**config.mk**
```make
export PLATFORM = sky130hd
export DESIGN_NAME = lnk_train_ctrl
export DESIGN_NICKNAME = d
export VERILOG_FILES = /design/src/rtl/lnk_train_pkg.sv /design/src/rtl/lnk_window_timer.sv /design/src/rtl/lnk_beacon_gen.sv /design/src/rtl/lnk_train_ctrl.sv
export SDC_FILE = /design/constraint.sdc
export NUM_CORES = 1
export LEC_CHECK = 0
export ABC_AREA = 1
export BUFFER_PORTS_ARGS = -buffer_cell sky130_fd_sc_hd__buf_2
export CAP_MARGIN = 20
export CORE_MARGIN = 2
export CORE_UTILIZATION = 45
export CTS_BUF_LIST = sky130_fd_sc_hd__clkbuf_4 sky130_fd_sc_hd__clkbuf_8
export DETAILED_ROUTE_END_ITERATION = 10
export GPL_TIMING_DRIVEN = 0
export PLACE_DENSITY = 0.66
export RECOVER_POWER = 25
export SYNTH_ARGS = -nofsm -noshare
export SYNTH_HDL_FRONTEND = slang
export SYNTH_SLANG_ARGS = --single-unit
```
**constraint.sdc**
```tcl
create_clock -name clk -period 1.8 [get_ports clk]
set_input_delay 0.36 -clock clk [delete_from_list [all_inputs] [get_ports clk]]
set_output_delay 0.36 -clock clk [all_outputs]
set_load 0.01 [all_outputs]
```
**src/rtl/lnk_train_pkg.sv**
```systemverilog
package lnk_train_pkg;

    typedef enum logic [2:0] {
        ST_IDLE   = 3'd0,
        ST_DETECT = 3'd1,
        ST_CLKACQ = 3'd2,
        ST_LNKACQ = 3'd3,
        ST_NORMAL = 3'd4
    } lt_state_e;

    typedef struct packed {
        lt_state_e state;
        logic      link_up;
    } lt_ctrl_s;

endpackage

```
**src/rtl/lnk_window_timer.sv**
```systemverilog
module lnk_window_timer #(
    parameter int LIMIT = 64
) (
    input  logic clk,
    input  logic rst_n,
    input  logic active,
    output logic expired,
    output logic first
);
    localparam int CW = (LIMIT > 1) ? $clog2(LIMIT) : 1;
    localparam logic [CW-1:0] LAST = CW'(LIMIT - 1);

    typedef struct packed {
        logic [CW-1:0] cnt;
    } tmr_s;

    tmr_s tm_d, tm_q;

    always_comb begin
        tm_d = tm_q;
        if (!active) begin
            tm_d.cnt = '0;
        end else if (tm_q.cnt != LAST) begin
            tm_d.cnt = tm_q.cnt + 1'b1;
        end
    end

    always_ff @(posedge clk or negedge rst_n) begin
        if (!rst_n) tm_q <= '0;
        else        tm_q <= tm_d;
    end

    assign expired = active && (tm_q.cnt == LAST);
    assign first   = active && (tm_q.cnt == '0);

    AST_TMR_FRESH_START: assert property (@(posedge clk) disable iff (!rst_n)
        $rose(active) |-> first);
    AST_TMR_IN_RANGE: assert property (@(posedge clk) disable iff (!rst_n)
        active |-> (tm_q.cnt <= LAST));

endmodule

```
**src/rtl/lnk_beacon_gen.sv**
```systemverilog
module lnk_beacon_gen #(
    parameter int PERIOD = 256
) (
    input  logic clk,
    input  logic rst_n,
    input  logic active,
    output logic pulse
);
    generate
        if (PERIOD <= 1) begin : g_every
            assign pulse = active;
        end else begin : g_count
            localparam int BW = $clog2(PERIOD);
            localparam logic [BW-1:0] WRAP = BW'(PERIOD - 1);

            typedef struct packed {
                logic [BW-1:0] cnt;
            } bcn_s;

            bcn_s bc_d, bc_q;

            always_comb begin
                bc_d = bc_q;
                if (!active)             bc_d.cnt = '0;
                else if (bc_q.cnt == WRAP) bc_d.cnt = '0;
                else                     bc_d.cnt = bc_q.cnt + 1'b1;
            end

            always_ff @(posedge clk or negedge rst_n) begin
                if (!rst_n) bc_q <= '0;
                else        bc_q <= bc_d;
            end

            assign pulse = active && (bc_q.cnt == '0);

            AST_BEACON_ONE_CYCLE: assert property (@(posedge clk) disable iff (!rst_n)
                pulse |=> !pulse);
        end
    endgenerate

endmodule

```
**src/rtl/lnk_train_ctrl.sv**
```systemverilog
module lnk_train_ctrl
    import lnk_train_pkg::*;
#(
    parameter int BEACON_PERIOD  = 256,
    parameter int CLK_ACQ_WINDOW = 1024,
    parameter int LNK_ACQ_WINDOW = 512
) (
    input  logic       clk,
    input  logic       rst_n,
    input  logic       enable,
    input  logic       sig_det,
    input  logic       cdr_lock,
    input  logic       train_seen,
    input  logic       xclk_done,
    input  logic       align_done,
    output logic       beacon_pulse,
    output logic       align_start,
    output logic       link_up,
    output logic [2:0] state_code
);
    lt_ctrl_s ctl_d, ctl_q;

    logic in_detect, in_clkacq, in_lnkacq;
    logic clk_expired, clk_first_unused;
    logic lnk_expired, lnk_first;

    assign in_detect = (ctl_q.state == ST_DETECT);
    assign in_clkacq = (ctl_q.state == ST_CLKACQ);
    assign in_lnkacq = (ctl_q.state == ST_LNKACQ);

    lnk_beacon_gen #(.PERIOD(BEACON_PERIOD)) u_beacon (
        .clk    (clk),
        .rst_n  (rst_n),
        .active (in_detect),
        .pulse  (beacon_pulse)
    );

    lnk_window_timer #(.LIMIT(CLK_ACQ_WINDOW)) u_clk_win (
        .clk     (clk),
        .rst_n   (rst_n),
        .active  (in_clkacq),
        .expired (clk_expired),
        .first   (clk_first_unused)
    );

    lnk_window_timer #(.LIMIT(LNK_ACQ_WINDOW)) u_lnk_win (
        .clk     (clk),
        .rst_n   (rst_n),
        .active  (in_lnkacq),
        .expired (lnk_expired),
        .first   (lnk_first)
    );

    // Next-state logic, priority: enable, signal, lock, done, window.
    always_comb begin
        ctl_d = ctl_q;
        if (!enable) begin
            ctl_d.state = ST_IDLE;
        end else if ((ctl_q.state != ST_IDLE) && !sig_det) begin
            ctl_d.state = ST_IDLE;
        end else begin
            case (ctl_q.state)
                ST_IDLE: begin
                    if (sig_det && cdr_lock) ctl_d.state = ST_DETECT;
                end
                ST_DETECT: begin
                    if (train_seen && cdr_lock) ctl_d.state = ST_CLKACQ;
                end
                ST_CLKACQ: begin
                    if (!cdr_lock)        ctl_d.state = ST_DETECT;
                    else if (xclk_done)   ctl_d.state = ST_LNKACQ;
                    else if (clk_expired) ctl_d.state = ST_DETECT;
                end
                ST_LNKACQ: begin
                    if (!cdr_lock)        ctl_d.state = ST_DETECT;
                    else if (align_done)  ctl_d.state = ST_NORMAL;
                    else if (lnk_expired) ctl_d.state = ST_DETECT;
                end
                ST_NORMAL: begin
                    if (!cdr_lock)        ctl_d.state = ST_DETECT;
                end
                default: ctl_d.state = ST_IDLE;
            endcase
        end
        ctl_d.link_up = (ctl_d.state == ST_NORMAL);
    end

    always_ff @(posedge clk or negedge rst_n) begin
        if (!rst_n) begin
            ctl_q.state   <= ST_IDLE;
            ctl_q.link_up <= 1'b0;
        end else begin
            ctl_q <= ctl_d;
        end
    end

    assign state_code  = ctl_q.state;
    assign link_up     = ctl_q.link_up;
    assign align_start = lnk_first;

    AST_DISABLED_IDLE: assert property (@(posedge clk) disable iff (!rst_n)
        !enable |=> (state_code == 3'd0));
    AST_IDLE_HOLD: assert property (@(posedge clk) disable iff (!rst_n)
        (ctl_q.state == ST_IDLE && !(sig_det && cdr_lock)) |=> (state_code == 3'd0));
    AST_BEACON_IN_DETECT: assert property (@(posedge clk) disable iff (!rst_n)
        beacon_pulse |-> (ctl_q.state == ST_DETECT));
    AST_ALIGN_AFTER_CLKACQ: assert property (@(posedge clk) disable iff (!rst_n)
        align_start |-> ($past(ctl_q.state) == ST_CLKACQ));
    AST_LINKUP_AFTER_LNKACQ: assert property (@(posedge clk) disable iff (!rst_n)
        $rose(link_up) |-> ($past(ctl_q.state) == ST_LNKACQ));
    AST_SIG_LOSS_IDLE: assert property (@(posedge clk) disable iff (!rst_n)
        (enable && !sig_det) |=> (state_code == 3'd0));
    AST_LOCK_LOSS_DETECT: assert property (@(posedge clk) disable iff (!rst_n)
        (enable && sig_det && !cdr_lock &&
         (ctl_q.state inside {ST_CLKACQ, ST_LNKACQ, ST_NORMAL})) |=> (state_code == 3'd1));

endmodule

```
## Word level (Yosys, flattened, before mapping)

Cells that the tools add are included.

| storage, ports and cells | value |
|---|---|
| flip-flop bits (word level) | 31 |
| logic and storage cells | 50 |
| output and inout bits | 6 |
| input bits | 8 |

| cells by class | value |
|---|---|
| mux-type cells | 18 |
| $add $sub $neg | 3 |
| reductions and logical operators | 12 |
| eq/ne operators | 12 |

Operators with widths:

| cell | count |
|---|---|
| $mux W3 | 11 |
| $mux W10 | 2 |
| $mux W9 | 2 |
| $mux W8 | 2 |
| $pmux W3 S5 | 1 |
| $add A10 B1 Y10 const B | 1 |
| $eq A10 B10 Y1 const B | 1 |
| $ne A10 B10 Y1 const B | 1 |
| $add A9 B1 Y9 const B | 1 |
| $eq A9 B9 Y1 const B | 1 |
| $logic_not A9 Y1 | 1 |
| $ne A9 B9 Y1 const B | 1 |
| $add A8 B1 Y8 const B | 1 |
| $eq A8 B8 Y1 const B | 1 |
| $logic_not A8 Y1 | 1 |
| $logic_and A1 B1 Y1 | 7 |
| $eq A3 B2 Y1 const B | 2 |
| $eq A3 B3 Y1 const B | 2 |
| $ne A2 B2 Y1 const B | 2 |
| $eq A3 B1 Y1 const B | 1 |
| $logic_not A3 Y1 | 1 |
| $reduce_bool A3 Y1 | 1 |
| $logic_not A1 Y1 | 1 |

## Longest topological paths before layout

Gate-level depths: netlist of run 1.

| depth | value |
|---|---|
| depth in word-level cells | 9 |
| gate-level depth with buffers | 13 |
| mapped depth without buffers | 13 |

## Cells and area by module

From an unflattened synthesis of run 1, not the netlist that was laid out.

| second synthesis, totals | value |
|---|---|
| cell total of the unflattened synthesis | 252 |
| area, all modules | 1954.4 um^2 |

By module, submodules not included:

| module | instances | area each (um^2) | cells an instance |
|---|---|---|---|
| lnk_window_timer at u_clk_win | 1 | 663.1 | 83 |
| lnk_window_timer at u_lnk_win | 1 | 535.5 | 65 |
| lnk_beacon_gen | 1 | 439.2 | 55 |
| lnk_train_ctrl | 1 | 316.6 | 49 |

## Worst setup path before layout of run 1

Ideal clock, no wire load.

| timing path | value |
|---|---|
| path type | register to register |
| from | register u_lnk_win.tm_q[0] (netlist bit) |
| to | register u_lnk_win.tm_q[6] (netlist bit) |
| library setup time | 113 ps |
| arrival | 1460 ps |
| path slack | 227 ps |
| period minus slack after synthesis | 1573 ps |
| stages on the path, launching flop included | 13 |
| data required time | 1687 ps |
| path through | dfrtp_1 -> ha_1 -> nand3_1 -> nor2_1 -> ha_1 -> inv_2 -> nand3_1 -> nor2_1 -> nand2_1 -> nand2_1 -> o21ai_1 -> nand2_1 -> inv_1 |

| between the ends | value |
|---|---|
| cells in the longest elaborated chain, start to end | 3 |
| elaborated cells between the ends (all ways) | 5 |

RTL lines:

| what | RTL line | text |
|---|---|---|
| start: declaration | lnk_window_timer.sv:17 | `tmr_s tm_d, tm_q;` |
| start signal: assignment | lnk_window_timer.sv:30 | `else tm_q <= tm_d;` |
| $add A9 B1 Y9 | lnk_window_timer.sv:24 | `tm_d.cnt = tm_q.cnt + 1'b1;` |
| $mux W9 | lnk_window_timer.sv:23 | `end else if (tm_q.cnt != LAST) begin` |
| $mux W9 | lnk_window_timer.sv:21 | `if (!active) begin` |

Parallel ways exist; a longest one is shown, timed or not. The select of a mux whose other input is x is not followed.
A chain may end at the register's enable or synchronous reset.

## Final worst setup path of run 1

| timing path | value |
|---|---|
| from | register ctl_q, in the netlist state_code[2] |
| to | output port align_start |

| between the ends | value |
|---|---|
| cells in the longest elaborated chain, start to end | 2 |

RTL lines:

| what | RTL line | text |
|---|---|---|
| start: declaration | lnk_train_ctrl.sv:21 | `lt_ctrl_s ctl_d, ctl_q;` |
| start signal: assignment | lnk_train_ctrl.sv:93 | `ctl_q <= ctl_d;` |
| $eq A3 B2 Y1 | lnk_train_ctrl.sv:29 | `assign in_lnkacq = (ctl_q.state == ST_LNKACQ);` |
| $logic_and A1 B1 Y1 | lnk_window_timer.sv:34 | `assign first = active && (tm_q.cnt == '0);` |
| end: declaration | lnk_train_ctrl.sv:17 | `output logic align_start,` |

Every way passes these cells.

==> results.py, run 1 <==
metrics = {
    "outcome": {
        "outcome": "finished, final reports clean",
    },
    "yosys": {
        "muxShareOfSynthArea_pct": 0,
        "synth.top_cells.by_count": "nand2_1 (36), inv_1 (34), dfrtp_1 (31)",
        "ys_types": 30,
        "yosysTopAreaCell": "dfrtp_1",
        "synthCells": 225,
        "yosys_warnings": 0,
        "yosys.area_share.simple_pct": 31.0,
        "synth_area_leaders": "dfrtp_1 (43%), nand2_1 (7.5%), inv_1 (7.1%)",
        "yosysMostFrequentCell": "nand2_1",
        "synth_area_mm2": 0.00181,
        "async_reset_ff_share_pct": 100,
        "synth_top_family_by_area": "simple AND/OR/NAND/NOR gates",
        "synth_compound_area_share_pct": 10.3,
        "synth_edf_count": 0,
        "synth_seq_cells": 31,
        "syn_nets": 239,
        "synth-seq-area-share_pct": 43.0,
        "synth-adder-area-share_pct": 4.16,
        "synth_top_area_share_pct": 43.0,
        "syn_area_per_cell_um2": 8.02,
        "synthXorXnorAreaFrac_pct": 2.43,
        "synthFlopType": "dfrtp_1",
    },
    "die": {
        "die_w_um": 67.3,
        "ios": 14,
        "die_h_um": 67.3,
        "dieArea_mm2": 0.00453,
        "placeableCoreArea_mm2": 0.00394,
        "initial_core_util_pct": 45.8,
        "row_count": 23,
    },
    "drt": {
        "drcViolationCount": 0,
        "drt-vias-per-instance": 5.01,
        "vias": 1507,
        "ant_nets": 0,
        "routed_wirelength_um": 3470,
        "drt_iter0_drc": 51,
        "first_pass_iters": 6,
        "wire_per_inst_um": 11.5,
    },
    "worst_setup_path": {
        "startpoint_type": "register",
        "path_max_fanout": 4,
        "rr_endpoint": "u_lnk_win.tm_q[6]$_DFFE_PN0N_",
        "worstSetupPathType": "reg -> out",
        "cp.arrival_ns": 1.37,
        "setup.worst_path.end_class": "output port",
        "ff2ff_path_depth": 12,
        "r2r_slack_ns": 0.10,
        "r2r-start": "u_lnk_win.tm_q[0]$_DFFE_PN0N_",
        "required_ns": 1.44,
    },
    "sta": {
        "finalClockSkew_ns": 0.0110,
        "setup_viol": 0,
        "max_freq_mhz": 578,
        "tightest_slew_ns": 0.790,
        "min_period_ns": 1.73,
        "finalCritPeriodShare_pct": 96.2,
        "final-hold-violation-count": 0,
        "grt_setup_unrepaired": "yes",
        "maxSlewViolCount": 0,
        "slew_headroom_pct": 47.4,
    },
    "global_route": {
        "grt_max_degree": 32,
        "grt_pass1_vias": 1441,
        "grt-ovfl-total": 0,
        "antenna_found_initial": 0,
        "grtUsageTotal_pct": 18.1,
        "grt_first_pass_wirelength_um": 6170,
    },
    "layout": {
        "drive_gt1_share_pct": 23.5,
        "final_nets": 264,
        "area_growth_pct": 17.4,
        "final_cells": 301,
        "diodes": 0,
    },
    "clock_network": {
        "path_clk_slew_ns": 0.07,
        "root_buffer": "clkbuf_8",
        "cts_num_sinks": 31,
        "cts_buffer_depth": 2,
        "cts_tree": "built",
        "hold_buffers": 0,
        "cts_htree_levels": 2,
        "worstSkewPairLatency_ns": 0.28,
        "cts_inserted_buffers": 5,
    },
    "placement": {
        "io_buffers": 13,
        "dpl.hpwl_um": 2490,
        "gp_congestion": 0.817,
        "dp_cells": 288,
    },
    "pwr": {
        "p_total_mw": 1.52,
        "ir_worst_vdd_uv": 564,
        "power.leakage_nw": 1.06,
        "power.density_mw_per_mm2": 716,
    },
    "flow_run": {
        "cap_viol_max_count": 0,
    },
    "worst_hold_path": {
        "min-delay-path-class": "in -> async",
    },
}
## logic make-up after synthesis
kind of cell               after synthesis
AOI/OAI and AO/OA                       32
xor gates and xnor gates                 5
adders and majority gates                6
buffers and inverters                   42
DFF                                     31
and+or+nand+nor                        109
## timing repair
item | 4_1_cts | 5_1_grt
pin swaps | 0 | 2
gates resized for setup | 1 | 8
buffers inserted | 2 | 3
setup endpoints to repair | 1 | 5
## routing by layer
| layer | global-route usage, % | up-vias | share of wire (%) |
|---|---|---|---|
| li1 | - | 774 | - |
| met1 | 22.1 | 714 | 45 |
| met2 | 30.4 | 14 | 51 |
| met3 | 4.50 | 5 | 2.8 |
| met4 | 7.14 | 0 | 1.5 |
| met5 | 0 | - | 0 |
## area by class of cell
| type | count | area [um2] |
|---|---|---|
| clock inverters | 2 | 35.0 |
| well taps | 50 | 62.6 |
| fillers | 369 | 1820 |
| inverters | 41 | 154 |
| clock buffers | 6 | 82.6 |
| multi-input cells | 152 | 893 |
| flip-flops and latches | 31 | 778 |
| plain buffers | 1 | 11.3 |
| repair buffers | 18 | 103 |
## flip-flops by register name, summed over array words and instances (netlist names)
register / cells
u_lnk_win.tm_q: 9
state_code: 3
u_beacon.g_count.bc_q: 8
link_up: 1
u_clk_win.tm_q: 10
## placed cells by master, fill, tap and decap left out
master / count
nor3b_1: 4
nor2_1: 27
inv_1: 33
a31oi_1: 2
clkinv_2: 1
a21oi_1: 10
inv_2: 8
buf_4: 5
a31o_2: 1
clkbuf_8: 6
buf_6: 1
nor4_2: 1
nor2_8: 2
o21ai_1: 9
buf_2: 12
dfrtp_2: 2
nand3_4: 3
ha_1: 5
o21bai_1: 1
nor3_2: 1
nor2_4: 1
xnor2_1: 1
nand2_2: 3
nand2_1: 36
nand3_1: 19
xor2_1: 4
a21oi_2: 3
nand4_1: 4
nand3_2: 2
ha_2: 1
o21ai_0: 4
bufinv_16: 1
dfrtp_1: 29
clkbuf_2: 1
nor3_1: 3
nor2_2: 3
o211ai_1: 1
o21ai_2: 1
## how the worst max path moves through the flow
stage / start / slack [ns] / cells after the start / end
3_5_place_dp: u_lnk_win.tm_q[0]$_DFFE_PN0N_ / 0.01 / 12 / u_lnk_win.tm_q[6]$_DFFE_PN0N_
4_1_cts: u_lnk_win.tm_q[0]$_DFFE_PN0N_ / 0.009 / 12 / u_lnk_win.tm_q[6]$_DFFE_PN0N_
5_1_grt: u_lnk_win.tm_q[0]$_DFFE_PN0N_ / -0.02 / 12 / u_lnk_win.tm_q[6]$_DFFE_PN0N_
3_3_place_gp: u_lnk_win.tm_q[0]$_DFFE_PN0N_ / 0.04 / 12 / u_lnk_win.tm_q[6]$_DFFE_PN0N_
2_1_floorplan: u_lnk_win.tm_q[0]$_DFFE_PN0N_ / 0.23 / 12 / u_lnk_win.tm_q[6]$_DFFE_PN0N_
6_report: state_code[2]$_DFF_PN0_ / 0.07 / 4 / align_start
## report_power, final
group / switching (mW) / internal (mW) / leakage [nW] / total (mW)
Sequential: 0.0119 / 0.704 / 0.428 / 0.716
Clock: 0.263 / 0.448 / 0.0612 / 0.710
Combinational: 0.0599 / 0.0314 / 0.573 / 0.0912
## critical path, cell delays in order (launching register included)
cell	delay [ns]
dfrtp_1	0.43
inv_2	0.13
nand3_4	0.11
nor4_2	0.26
buf_2	0.17
## through the flow
stage | area [um2] | hold WS (ns) | TNS, ns | setup slack, ns | utilization, %
global route | 2120 | 0.216 | -0.0331 | -0.0232 | 53.8
floorplan | 1810 | 0.0644 | 0 | 0.227 | -
detailed placement | 1930 | 0.453 | 0 | 0.0145 | 49.0
finish | 2120 | 0.146 | 0 | 0.0684 | 53.8
global placement | 1930 | 0.454 | 0 | 0.0428 | 49.0
CTS | 2070 | 0.141 | 0 | 0.00950 | 52.6
(Power assumes the default switching activity.)
==> run 2, diff against run 1 <==
Settings changed: ABC_AREA 1 to not set.
==> results.py, run 2 <==
metrics = {
    "outcome": {
        "outcome": "finished, final reports clean",
    },
    "pwr": {
        "combPwrFrac_pct": 7.4,
        "p_switching_mw": 0.312,
        "intPower_mw": 1.01,
        "power.leakage_nw": 0.910,
        "p_sw_share_pct": 23.6,
        "ir_worst_vdd_uv": 484,
        "power.density_mw_per_mm2": 643,
        "seq_power_share_pct": 53.7,
        "clock_power_share_pct": 38.8,
    },
    "drt": {
        "vias": 1361,
        "first_pass_iters": 7,
        "drt-vias-per-instance": 5.44,
        "routed_wirelength_um": 3350,
        "drcViolationCount": 0,
        "drt_iter0_drc": 64,
        "ant_nets": 0,
        "wire_per_inst_um": 13.4,
    },
    "global_route": {
        "grt-ovfl-total": 0,
        "grt_pass1_vias": 1310,
        "grt_first_pass_wirelength_um": 5820,
        "antenna_found_initial": 0,
        "grt_max_degree": 32,
        "grtUsageTotal_pct": 17.9,
    },
    "worst_setup_path": {
        "required_ns": 1.44,
        "path_max_fanout": 3,
        "worstSetupPathType": "reg -> out",
        "cp.arrival_ns": 1.41,
        "setup.worst_path.end_class": "output port",
        "startpoint_type": "register",
    },
    "die": {
        "ios": 14,
        "placeableCoreArea_mm2": 0.00363,
        "row_count": 22,
        "die_h_um": 65.4,
        "dieArea_mm2": 0.00427,
        "initial_core_util_pct": 46.6,
        "die_w_um": 65.4,
    },
    "sta": {
        "max_freq_mhz": 565,
        "finalClockSkew_ns": 0.00314,
        "fin_setup_tns_ns": 0,
        "tightest_slew_ns": 0.759,
        "final-hold-violation-count": 0,
        "min_period_ns": 1.77,
        "slew_headroom_pct": 49.4,
        "grt_setup_unrepaired": "yes",
        "setup_viol": 0,
        "whs_ns": 0.141,
        "maxSlewViolCount": 0,
        "setup_slack_ns": 0.0311,
        "finalCritPeriodShare_pct": 98.3,
    },
    "layout": {
        "final_nets": 215,
        "final_cell_mix": "dfrtp_1 (31), nor2_1 (26), buf_2 (12)",
        "final_cells": 250,
        "reg_top3": "u_clk_win.tm_q (10), u_lnk_win.tm_q (9), u_beacon.g_count.bc_q (8)",
        "drive_gt1_share_pct": 26.2,
        "diodes": 0,
        "largest_reg_flops": 10,
        "top_register": "u_clk_win.tm_q",
        "area_growth_pct": 21.2,
        "fillers": 322,
        "final_common_cell": "dfrtp_1",
    },
    "clock_network": {
        "cts_num_sinks": 31,
        "cts_inserted_buffers": 5,
        "root_buffer": "clkbuf_8",
        "cts_htree_levels": 2,
        "path_clk_slew_ns": 0.06,
        "cts_buffer_depth": 2,
        "worstSkewPairLatency_ns": 0.27,
        "hold_buffers": 0,
        "cts_tree": "built",
    },
    "flow_run": {
        "cap_viol_max_count": 0,
    },
    "yosys": {
        "synthCells": 174,
        "async_reset_ff_share_pct": 100,
        "synthFlopType": "dfrtp_1",
        "ys_types": 41,
        "syn_nets": 188,
        "synth.top_cells.by_count": "dfrtp_1 (31), nor2_1 (27), nand2_1 (11)",
        "syn_area_per_cell_um2": 9.74,
        "synth_top_area_share_pct": 45.8,
        "yosys_warnings": 0,
        "synth_edf_count": 0,
        "synth-seq-area-share_pct": 45.8,
        "synth_area_mm2": 0.00169,
        "synth_area_leaders": "dfrtp_1 (46%), nor2_1 (6.0%), ha_1 (4.4%)",
        "synth_seq_cells": 31,
        "yosysMostFrequentCell": "dfrtp_1",
        "yosysTopAreaCell": "dfrtp_1",
    },
    "worst_hold_path": {
        "min-delay-path-class": "in -> async",
    },
    "placement": {
        "dp_slack_ns": -0.138,
        "dpl.hpwl_um": 2280,
        "gp_congestion": 0.834,
        "dp_cells": 235,
        "io_buffers": 13,
    },
}
## run 2: cell count changes in the layout (fill, tap and decap cells not counted), sizes merged, moves of 6 or more
| cell | delta |
|---|---|
| buf | +6 |
| inv | -33 |
| nand2 | -28 |
| nand3 | -16 |
| nor2 | -6 |
| o21ai | -8 |
## run 2: power groups by stage
stage	clock, mW	combinational (mW)	sequential [mW]
2_1_floorplan	0	0.0500	0.723
3_3_place_gp	0	0.0886	0.723
3_5_place_dp	0	0.0905	0.723
4_1_cts	0.534	0.0921	0.710
5_1_grt	0.567	0.112	0.710
6_report	0.513	0.0984	0.710
## run 2: final cells by class
type | count | area, um2 | share of cell area, %
Inverter | 8 | 32.5 | 1.58
Tap cell | 48 | 60.1 | 2.93
Multi-Input combinational cell | 130 | 923 | 45.0
Clock buffer | 5 | 68.8 | 3.35
Timing Repair Buffer | 21 | 133 | 6.46
Clock inverter | 3 | 15.0 | 0.731
Buffer | 4 | 45.0 | 2.19
Sequential cell | 31 | 776 | 37.8
## run 2: final timing paths
| kind | end | from | depth (start not counted) | slack, ns |
|---|---|---|---|---|
| max reg2reg | u_lnk_win.tm_q[5]$_DFFE_PN0N_ | u_lnk_win.tm_q[0]$_DFFE_PN0N_ | 7 | 0.07 |
| min in group clk | state_code[0]$_DFF_PN0_ | enable | 3 | 0.33 |
| min | u_lnk_win.tm_q[7]$_DFFE_PN0N_ | rst_n | 1 | 0.14 |
| max in group asynchronous | u_beacon.g_count.bc_q[7]$_DFF_PN0_ | rst_n | 1 | 1.17 |
| max | align_start | u_lnk_win.tm_q[1]$_DFFE_PN0N_ | 6 | 0.03 |
| min reg2reg | u_beacon.g_count.bc_q[0]$_DFF_PN0_ | u_beacon.g_count.bc_q[0]$_DFF_PN0_ | 1 | 0.47 |
## run 2: through the flow
| stage | utilization (%) | total power, mW | cell area (um2) |
|---|---|---|---|
| 2_1_floorplan | - | 0.773 | 1700 |
| 3_3_place_gp | 50.2 | 0.811 | 1830 |
| 3_5_place_dp | 50.2 | 0.814 | 1830 |
| 4_1_cts | 53.9 | 1.34 | 1960 |
| 5_1_grt | 56.5 | 1.39 | 2050 |
| 6_report | 56.5 | 1.32 | 2050 |
## run 2: what timing repair did
| item | CTS | global route |
|---|---|---|
| buffers inserted | 5 | 3 |
| gates resized for setup | 3 | 17 |
| pin swaps | 2 | 4 |
| endpoints found under the setup margin | 6 | 7 |
| hold endpoints to repair | 0 | 0 |
## run 2: worst max-delay path: stages (launching register included)
cell and delay [ns]:
dfrtp_1 0.40, buf_6 0.13, inv_4 0.05, ha_4 0.11
nor4b_4 0.15, and3_1 0.17, buf_2 0.12
## run 2: layer usage
metal	track usage, %	share of wire [%]	vias to the layer above
met3	4.79	2.7	2
met2	28.8	51	19
li1	-	-	678
met5	0	0	-
met4	5.73	0.60	0
met1	23.5	45	662
## run 2: cell families (layout without fill, tap and decap cells)
logic type	count (synthesis)	in the layout	share of synthesized area, %
xor gates and xnor gates	11	11	5.69
AOI/OAI and AO/OA	30	30	11.8
and+or+nand+nor	77	77	24.1
DFF	31	31	45.8
adders and majority gates	7	7	5.02
buffers and inverters	13	41	4.65
muxes	5	5	2.95
